**src/rtl/lrw_pkg.sv**
```systemverilog
package lrw_pkg;

  typedef enum logic [2:0] {
    ST_IDLE,
    ST_READ,
    ST_WAIT_RD,
    ST_WRITE,
    ST_GAP,
    ST_POLL_RD,
    ST_WAIT_POLL
  } lrwState_t;

  // strobes from the sequencer to the datapath
  typedef struct packed {
    logic timerHold;   // sequence in progress, keep interval at zero
    logic capture;     // latch the read response
    logic pollClear;   // restart the poll counter
    logic pollInc;     // one more poll consumed
    logic gapLoad;     // start a poll spacing interval
    logic setTimeout;  // poll budget exhausted
  } lrwStrobes_t;

endpackage

```
**src/rtl/lrw_datapath.sv**
```systemverilog
module lrw_datapath
  import lrw_pkg::*;
#(
  parameter int TICK_DIV       = 125,
  parameter int INTERVAL_TICKS = 5000000,
  parameter int POLL_LIMIT     = 50,
  parameter int POLL_GAP       = 125,
  parameter int CMD_W          = 16,
  parameter int RESET_BIT      = 14
) (
  input  logic             clk,
  input  logic             rstN,
  input  logic             linkUp,
  input  logic             loopbackActive,
  input  logic             timeoutClear,
  input  lrwStrobes_t      strb,
  input  logic [CMD_W-1:0] cmdRdData,
  output logic             expire,
  output logic             gapDone,
  output logic             pollLast,
  output logic             pollBit,
  output logic             linkState,
  output logic             loopState,
  output logic [CMD_W-1:0] cmdWrData,
  output logic             timeoutFlag,
  output logic             linkChange
);

  localparam int IVL_W  = (INTERVAL_TICKS > 1) ? $clog2(INTERVAL_TICKS) : 1;
  localparam int POLL_W = (POLL_LIMIT > 1) ? $clog2(POLL_LIMIT) : 1;
  localparam int GAP_W  = (POLL_GAP > 1) ? $clog2(POLL_GAP) : 1;
  localparam logic [IVL_W-1:0]  IVL_LAST  = IVL_W'(INTERVAL_TICKS - 1);
  localparam logic [POLL_W-1:0] POLL_LAST = POLL_W'(POLL_LIMIT - 1);
  localparam logic [GAP_W-1:0]  GAP_LAST  = GAP_W'(POLL_GAP - 1);
  localparam logic [CMD_W-1:0]  RST_MASK  = CMD_W'(1) << RESET_BIT;

  logic linkQ, loopQ;
  logic hold, tick;
  logic [IVL_W-1:0]  ivlCnt;
  logic [POLL_W-1:0] pollCnt;
  logic [GAP_W-1:0]  gapCnt;
  logic [CMD_W-1:0]  capWord;

  // input sampling and change detect
  always_ff @(posedge clk) begin
    if (!rstN) begin
      linkQ      <= 1'b0;
      loopQ      <= 1'b0;
      linkChange <= 1'b0;
    end else begin
      linkQ      <= linkUp;
      loopQ      <= loopbackActive;
      linkChange <= linkUp != linkQ;
    end
  end

  assign linkState = linkQ;
  assign loopState = loopQ;
  assign hold      = strb.timerHold | linkQ | loopQ;

  // tick prescaler, absent when every clock is a tick
  if (TICK_DIV > 1) begin : g_prescale
    localparam int PRE_W = $clog2(TICK_DIV);
    localparam logic [PRE_W-1:0] PRE_LAST = PRE_W'(TICK_DIV - 1);
    logic [PRE_W-1:0] preCnt;
    always_ff @(posedge clk) begin
      if (!rstN)               preCnt <= '0;
      else if (hold || tick)   preCnt <= '0;
      else                     preCnt <= preCnt + 1'b1;
    end
    assign tick = (preCnt == PRE_LAST);
  end else begin : g_noprescale
    assign tick = 1'b1;
  end

  // interval counter in ticks
  always_ff @(posedge clk) begin
    if (!rstN)      ivlCnt <= '0;
    else if (hold)  ivlCnt <= '0;
    else if (tick)  ivlCnt <= (ivlCnt == IVL_LAST) ? '0 : ivlCnt + 1'b1;
  end

  assign expire = !hold && tick && (ivlCnt == IVL_LAST);

  // poll spacing
  always_ff @(posedge clk) begin
    if (!rstN)                gapCnt <= '0;
    else if (strb.gapLoad)    gapCnt <= GAP_LAST;
    else if (gapCnt != '0)    gapCnt <= gapCnt - 1'b1;
  end

  assign gapDone = (gapCnt == '0);

  // poll budget
  always_ff @(posedge clk) begin
    if (!rstN)                pollCnt <= '0;
    else if (strb.pollClear)  pollCnt <= '0;
    else if (strb.pollInc)    pollCnt <= pollCnt + 1'b1;
  end

  assign pollLast = (pollCnt == POLL_LAST);
  assign pollBit  = cmdRdData[RESET_BIT];

  // read-modify-write word
  always_ff @(posedge clk) begin
    if (!rstN)              capWord <= '0;
    else if (strb.capture)  capWord <= cmdRdData;
  end

  assign cmdWrData = capWord | RST_MASK;

  // sticky timeout status
  always_ff @(posedge clk) begin
    if (!rstN)                 timeoutFlag <= 1'b0;
    else if (strb.setTimeout)  timeoutFlag <= 1'b1;
    else if (timeoutClear)     timeoutFlag <= 1'b0;
  end

  assert_poll_in_range_R7: assert property (@(posedge clk) disable iff (!rstN)
    pollCnt <= POLL_LAST);

  assert_timeout_sticky_R8: assert property (@(posedge clk) disable iff (!rstN)
    (timeoutFlag && !timeoutClear) |=> timeoutFlag);

  assert_link_change_R9: assert property (@(posedge clk) disable iff (!rstN)
    linkChange == (linkQ != $past(linkQ)));

endmodule

```
**src/rtl/lrw_ctrl.sv**
```systemverilog
module lrw_ctrl
  import lrw_pkg::*;
(
  input  logic        clk,
  input  logic        rstN,
  input  logic        expire,
  input  logic        gapDone,
  input  logic        pollLast,
  input  logic        pollBit,
  input  logic        cmdRdValid,
  output lrwStrobes_t strb,
  output logic        cmdRdEn,
  output logic        cmdWrEn
);

  lrwState_t state, stateNext;

  always_ff @(posedge clk) begin
    if (!rstN) state <= ST_IDLE;
    else       state <= stateNext;
  end

  always_comb begin
    stateNext      = state;
    strb           = '0;
    strb.timerHold = (state != ST_IDLE);
    cmdRdEn        = 1'b0;
    cmdWrEn        = 1'b0;
    unique case (state)
      ST_IDLE:      if (expire) stateNext = ST_READ;
      ST_READ: begin
        cmdRdEn   = 1'b1;
        stateNext = ST_WAIT_RD;
      end
      ST_WAIT_RD: if (cmdRdValid) begin
        strb.capture = 1'b1;
        stateNext    = ST_WRITE;
      end
      ST_WRITE: begin
        cmdWrEn        = 1'b1;
        strb.gapLoad   = 1'b1;
        strb.pollClear = 1'b1;
        stateNext      = ST_GAP;
      end
      ST_GAP:       if (gapDone) stateNext = ST_POLL_RD;
      ST_POLL_RD: begin
        cmdRdEn   = 1'b1;
        stateNext = ST_WAIT_POLL;
      end
      ST_WAIT_POLL: if (cmdRdValid) begin
        if (!pollBit) begin
          stateNext = ST_IDLE;
        end else if (pollLast) begin
          strb.setTimeout = 1'b1;
          stateNext       = ST_IDLE;
        end else begin
          strb.pollInc = 1'b1;
          strb.gapLoad = 1'b1;
          stateNext    = ST_GAP;
        end
      end
      default:      stateNext = ST_IDLE;
    endcase
  end

  assert_write_after_read_R5: assert property (@(posedge clk) disable iff (!rstN)
    cmdWrEn |-> $past(cmdRdValid));

endmodule

```
**src/rtl/link_recovery_wdog.sv**
```systemverilog
module link_recovery_wdog
  import lrw_pkg::*;
#(
  parameter int TICK_DIV       = 125,
  parameter int INTERVAL_TICKS = 5000000,
  parameter int POLL_LIMIT     = 50,
  parameter int POLL_GAP       = 125,
  parameter int CMD_W          = 16,
  parameter int RESET_BIT      = 14
) (
  input  logic             clk,
  input  logic             rstN,
  input  logic             linkUp,
  input  logic             loopbackActive,
  input  logic             timeoutClear,
  output logic             cmdRdEn,
  input  logic             cmdRdValid,
  input  logic [CMD_W-1:0] cmdRdData,
  output logic             cmdWrEn,
  output logic [CMD_W-1:0] cmdWrData,
  output logic             timeoutFlag,
  output logic             linkChange
);

  lrwStrobes_t strb;
  logic expire, gapDone, pollLast, pollBit, linkState, loopState;

  lrw_ctrl u_ctrl (
    .clk        (clk),
    .rstN       (rstN),
    .expire     (expire),
    .gapDone    (gapDone),
    .pollLast   (pollLast),
    .pollBit    (pollBit),
    .cmdRdValid (cmdRdValid),
    .strb       (strb),
    .cmdRdEn    (cmdRdEn),
    .cmdWrEn    (cmdWrEn)
  );

  lrw_datapath #(
    .TICK_DIV       (TICK_DIV),
    .INTERVAL_TICKS (INTERVAL_TICKS),
    .POLL_LIMIT     (POLL_LIMIT),
    .POLL_GAP       (POLL_GAP),
    .CMD_W          (CMD_W),
    .RESET_BIT      (RESET_BIT)
  ) u_dp (
    .clk            (clk),
    .rstN           (rstN),
    .linkUp         (linkUp),
    .loopbackActive (loopbackActive),
    .timeoutClear   (timeoutClear),
    .strb           (strb),
    .cmdRdData      (cmdRdData),
    .expire         (expire),
    .gapDone        (gapDone),
    .pollLast       (pollLast),
    .pollBit        (pollBit),
    .linkState      (linkState),
    .loopState      (loopState),
    .cmdWrData      (cmdWrData),
    .timeoutFlag    (timeoutFlag),
    .linkChange     (linkChange)
  );

  assert_start_when_down_R2: assert property (@(posedge clk) disable iff (!rstN)
    $rose(strb.timerHold) |-> $past(!linkState && !loopState));

  assert_write_sets_bit_R4: assert property (@(posedge clk) disable iff (!rstN)
    cmdWrEn |-> cmdWrData[RESET_BIT]);

endmodule

```
**config.mk**
```make
export PLATFORM = sky130hd
export DESIGN_NAME = link_recovery_wdog
export DESIGN_NICKNAME = d
export VERILOG_FILES = /design/src/rtl/lrw_pkg.sv /design/src/rtl/lrw_datapath.sv /design/src/rtl/lrw_ctrl.sv /design/src/rtl/link_recovery_wdog.sv
export SDC_FILE = /design/constraint.sdc
export NUM_CORES = 1
export LEC_CHECK = 0
export BUFFER_PORTS_ARGS = -buffer_cell sky130_fd_sc_hd__buf_2
export CAP_MARGIN = 30
export CELL_PAD_IN_SITES_DETAIL_PLACEMENT = 1
export CELL_PAD_IN_SITES_GLOBAL_PLACEMENT = 1
export CORE_MARGIN = 10
export CORE_UTILIZATION = 38
export DETAILED_ROUTE_END_ITERATION = 12
export GPL_ROUTABILITY_DRIVEN = 0
export PLACE_DENSITY_LB_ADDON = 0.12
export REMOVE_ABC_BUFFERS = 1
export SLEW_MARGIN = 20
export SYNTH_ARGS = -nofsm -noshare
export SYNTH_HDL_FRONTEND = slang
export SYNTH_SLANG_ARGS = --single-unit
```
**constraint.sdc**
```tcl
create_clock -name clk -period 1.9 [get_ports clk]
set_input_delay 0.19 -clock clk [delete_from_list [all_inputs] [get_ports clk]]
set_output_delay 0.19 -clock clk [all_outputs]
set_load 0.03 [all_outputs]
```
* Word level (Yosys, flattened, before mapping)
Index checks and enable logic that the tools add are counted.
** Storage, ports and cells
- Flip-flop bits (word level) :: 66
- Input bits :: 22
- Output and inout bits :: 20
- Logic and storage cells :: 71
** Operators by class
- $add $sub $neg :: 4
- Equal/unequal tests :: 14
- Multiplexer cells :: 23
- Bitwise logic cells :: 3
- Reductions and logical operators :: 16
** Operators with widths (number)
- 3-bit 2-to-1 mux :: 8
- 23-bit by 1-bit adder with 23-bit output, second input constant :: 1
- 23-bit == test, second input constant :: 1
- 23-bit 2-to-1 mux :: 1
- 3-bit one-hot mux with 7 select lines :: 1
- 7-bit 2-to-1 mux :: 2
- 2-bit OR reduction :: 5
- 3-bit == test, second input constant :: 3
- 1-bit 2-to-1 mux :: 9
- 2-bit inequality test, second input constant :: 4
- 7-bit by 1-bit adder with 7-bit output, second input constant :: 1
- 7-bit == test, second input constant :: 1
- 7-bit zero test :: 1
- 7-bit nonzero test :: 1
- 7-bit by 1-bit subtractor with 7-bit output, second input constant :: 1
- 6-bit by 1-bit adder with 6-bit output, second input constant :: 1
- 3-bit by 2-bit == test with 1-bit output, second input constant :: 2
- 6-bit == test, second input constant :: 1
- 4-bit AND reduction :: 1
- 2-bit nonzero test :: 2
- 3-bit by 1-bit == test with 1-bit output, second input constant :: 1
- 3-bit zero test :: 1
- 3-bit nonzero test :: 1
- 1-bit logical AND :: 2
- 7 further kinds :: 8

* Longest topological paths before layout
- Word-level depth :: 8
- Mapped depth :: 7
- Gate-level depth less buffers :: 6

* By module
From an unflattened synthesis, not the netlist that was laid out.
** Unflattened totals
- Cells, all modules :: 340
- Area, all modules :: 3021.6 um^2
** By module, submodules not included
- lrw_datapath :: instances 1, cells an instance 311, area each 2790.2 um^2, seq. area each 1241.2 um^2
- lrw_ctrl :: instances 1, cells an instance 29, area each 231.5 um^2, seq. area each 60.1 um^2

* Worst setup path after synthesis
Ideal clock, no wire load.
- Path type :: reg-to-reg
- From :: register u_dp.g_prescale.preCnt[0]
- To :: register u_dp.ivlCnt[20]
- Setup time :: 0.066 ns
- Arrival time :: 1.952 ns
- Data required time :: 1.834 ns
- Slack :: -0.118 ns
- Stages on the path, launching flop included :: 8
- Buffers on the path :: 1
- Clock period less this slack :: 2.018 ns
- Cells stage by stage :: dfxtp_1 > inv_1 > ha_1 > nand4_2 > or4_4 > buf_6 > or4_4 > a21oi_2
** On the way
- Longest elaborated chain between the ends :: 1
** RTL lines
- start, declared :: line lrw_datapath.sv:65 : logic [PRE_W-1:0] preCnt;
- start signal, assigned :: line lrw_datapath.sv:69 : else preCnt <= preCnt + 1'b1;
- 7-bit == test :: line lrw_datapath.sv:71 : assign tick = (preCnt == PRE_LAST);
- end signal, assigned :: line lrw_datapath.sv:80 : else if (tick) ivlCnt <= (ivlCnt == IVL_LAST) ? '0 : ivlCnt + 1'b1;
- end, declared :: line lrw_datapath.sv:39 : logic [IVL_W-1:0] ivlCnt;
Every way passes these cells.
A chain may end at the register's enable or synchronous reset.

* Final worst setup path
- From :: register u_dp.ivlCnt[16]
- To :: register u_dp.ivlCnt[19]
** On the way
- Longest elaborated chain between the ends :: 2
- Elaborated cells on any way between the ends :: 3
- Classes of those cells :: add/sub: 1; eq/ne: 1; mux: 1
** RTL lines (line)
- 23-bit by 1-bit adder with 23-bit output or 23-bit == test (tied branches) :: lrw_datapath.sv:80
- 23-bit 2-to-1 mux (*) :: lrw_datapath.sv:80
Mark *: on every way between the ends. The rest lies on a longest branch, timed or not.

==> run_results.csv <==
group,metric,value,unit
run_status,outcome,"completed",
die,start_util,0.389,
die,dieArea,11900,um^2
power,seqPwrFrac,0.385,
power,power.switching,1.33,mW
synth,yosysTopAreaCellShare,0.433,
die,fp.dieH,109,um
sta,maxSlewHeadroom,0.653,
global_route,grt_max_degree,25,
setup_path,critPathCapture,"u_dp.ivlCnt[19]",
synth,avgSynthCellArea,8.26,um^2
clock_tree,clk_pin_slew,0.08,ns
min_path,hold_class,"in2reg",
global_route,grt_pass1_wl,14400,um
power,p_sw_frac,0.322,
synth,seq_area_frac_synth,0.433,
clock_tree,root_buffer,"clkbuf_8",
die,num_rows,32,
finish,final_nets,462,
setup_path,worst_ep_required_time,2.19,ns
finish,final_util,0.500,
route,first_pass_iters,4,
setup_path,rrSetupSlack,0.003,ns
power,ir_worst_vdd,687,uV
finish,antenna_cells,0,
route,dr.first_iter.drc_count,81,
sta,setup_viol,0,
synth,yosys.area.top_type,"dfxtp_1",
synth,synth_area,3010,um^2
sta,rsz0062_at_grt,"true",
synth,yosys_warnings,0,
clock_tree,worstSkewPairLatency,0.35,ns
route,drc,0,
power,power.total,4.12,mW
sta,fin_skew,0.00827,ns
finish,design_area,3860,um^2
power,intPower,2.79,mW
job,maxCapViolations,0,
route,vias,2928,
setup_path,rr_startpoint,"u_dp.ivlCnt[16]",
sta,finalWorstSetupSlack,0.00346,ns
synth,synth_edf_count,0,
finish,final_cell_mix,"60 x dfxtp_1, 45 x nand2_1, 41 x a21oi_1",
placement,port_buffers,40,
global_route,antenna_found_initial,0,
global_route,grt_overflow_total,0,
clock_tree,tritoncts,"yes",
power,pwr_density_cell,1070,nW/um^2
setup_path,worstSetupStartpoint,"u_dp.ivlCnt[16]",
clock_tree,cts_sinks,65,
placement,post_dp_cell_area,3500,um^2
synth,yosys-top-cells-area,"dfxtp_1 43%, a21oi_1 7.3%, nand2_1 5.6%",
route,drt-total-wl,8880,um
sta,hold_viol,0,
setup_path,worstSetupPathType,"reg2reg",
setup_path,ff2ff_path_depth,4,
sta,layout_worst_path_cycle_share,0.998,
route,wl_per_cell,16.4,um
synth,synth_flop_cell,"dfxtp_1",
sta,max_freq,0.527,GHz
global_route,grt_usage,0.149,
setup_path,rr_endpoint,"u_dp.ivlCnt[19]",
route,viasPerCell,5.41,
die,ios,42,
placement,dp_worst_setup_slack,-0.154,ns
die,die_w,109,um
synth,async_flop_share,0,
sta,min_period,1.90,ns
clock_tree,htree_levels,3,
synth,syn_inst,364,
synth,synth_seq_cells,65,
placement,dp_hpwl,6270,um
clock_tree,clk_path_buf_depth,2,
setup_path,cp-end-kind,"flip-flop",
power,pwr-share-clk,0.340,
setup_path,cp_data_arrival_time,2.18,ns
setup_path,critical_path.max_fanout,6,
power,pwr-share-comb,0.275,
sta,slew_viol_final,0,
route,drt.antenna.violating_nets,0,
power,p_leak,1.42,nW
finish,final_common_cell,"dfxtp_1",
synth,synth_cell_types,47,
sta,worst_pin_slew,0.521,ns
finish,fillers,955,
finish,drive_gt1_frac,0.278,
clock_tree,cts_inserted_buffers,9,
setup_path,setup.worst_path.start_class,"flip-flop",
global_route,grt_pass1_vias,2889,
die,core_area,7730,um^2
finish,syn_to_final_growth,28.5,%
power groups by stage:
stage / combinational [mW] / clock [mW] / sequential [mW]
final: 1.14 / 1.40 / 1.59
after global routing: 1.27 / 1.49 / 1.61
after CTS: 1.05 / 1.42 / 1.58
after detailed placement: 1.01 / 0 / 1.61
after global placement: 0.978 / 0 / 1.60
after floorplan: 0.533 / 0 / 1.69
per-stage QoR:
step / setup TNS [ns] / std cells / hold slack [ns]
final: 0 / 541 / 0.0556
after global routing: -0.128 / 541 / 0.0510
after CTS: -0.0156 / 539 / 0.0526
after floorplan: -1.44 / 347 / 0.312
after detailed placement: -0.851 / 520 / 0.416
after global placement: -0.277 / 520 / 0.419
state kept, by name, indices dropped and copies added, names as in the netlist:
| signal | count |
|---|---|
| u_dp.ivlCnt | 23 |
| u_dp.capWord | 15 |
| u_dp.g_prescale.preCnt | 7 |
| u_dp.gapCnt | 7 |
| u_dp.pollCnt | 6 |
| u_ctrl.state | 3 |
| u_dp.linkChange | 1 |
| u_dp.linkState | 1 |
| u_dp.loopState | 1 |
| u_dp.timeoutFlag | 1 |
how the worst min path moves through the flow:
stage              startpoint              to  slack [ns]  cells past startpoint
2_1_floorplan            rstN  u_dp.linkState        0.31                      1
3_3_place_gp   loopbackActive  u_dp.loopState        0.42                      2
3_5_place_dp   loopbackActive  u_dp.loopState        0.42                      2
4_1_cts        loopbackActive  u_dp.loopState        0.05                      2
5_1_grt        loopbackActive  u_dp.loopState        0.05                      2
6_report       loopbackActive  u_dp.loopState        0.06                      2
kinds of logic (layout without fill, tap and decap cells):
logic type / Yosys count / count (layout) / synth area share
adders and majority gates: 6 / 6 / 0.0250
and+or+nand+nor: 165 / 166 / 0.298
AOI/OAI and AO/OA: 84 / 84 / 0.165
other: 1 / 1 / 0.00125
buffers and inverters: 31 / 105 / 0.0429
xor gates and xnor gates: 12 / 12 / 0.0350
DFF: 65 / 65 / 0.433
metal layers:
layer | up-vias | share of wire | global-route usage
met1 | 1394 | 0.47 | 0.193
met3 | 13 | 0.052 | 0.0419
li1 | 1463 | - | -
met4 | 0 | 0.014 | 0.0433
met2 | 58 | 0.46 | 0.235
met5 | - | 0 | 0
area by class of cell:
type                       instances  area, um^2  area share
inverter                          14        52.6      0.0136
tap                              102         128      0.0330
multi-input combinational        269        1670       0.433
clock inverter                     5        86.3      0.0223
sequential                        65        1310       0.338
timing repair buffer              75         467       0.121
clock buffer                      11         151      0.0392
synth_stat cells, types with 4 or more instances:
library cell	number
dfxtp_1	65
nand2_1	45
a21oi_1	44
nor2_1	20
nand3_1	18
or3_1	16
nand4_1	15
clkbuf_1	14
inv_1	14
o21ai_0	12
o31ai_1	10
or4_1	10
xnor2_1	7
ha_1	6
and2_1	5
and3_1	5
nor3_1	5
nor4_1	5
xor2_1	5
nor2b_1	4
what timing repair did:
item,4_1_cts,5_1_grt
resized for setup,12,13
gates cloned,1,0
setup buffers,2,2
hold buffers,0,0
setup endpoints to repair,14,19
pin swaps,5,4
worst max-delay path, stage by stage, from the launching register on:
cell	delay, ns
dfxtp_1	0.41
nand4_1	0.17
or4_4	0.59
or4_1	0.52
a21oi_1	0.14
Power figures use the tool's default switching activity.
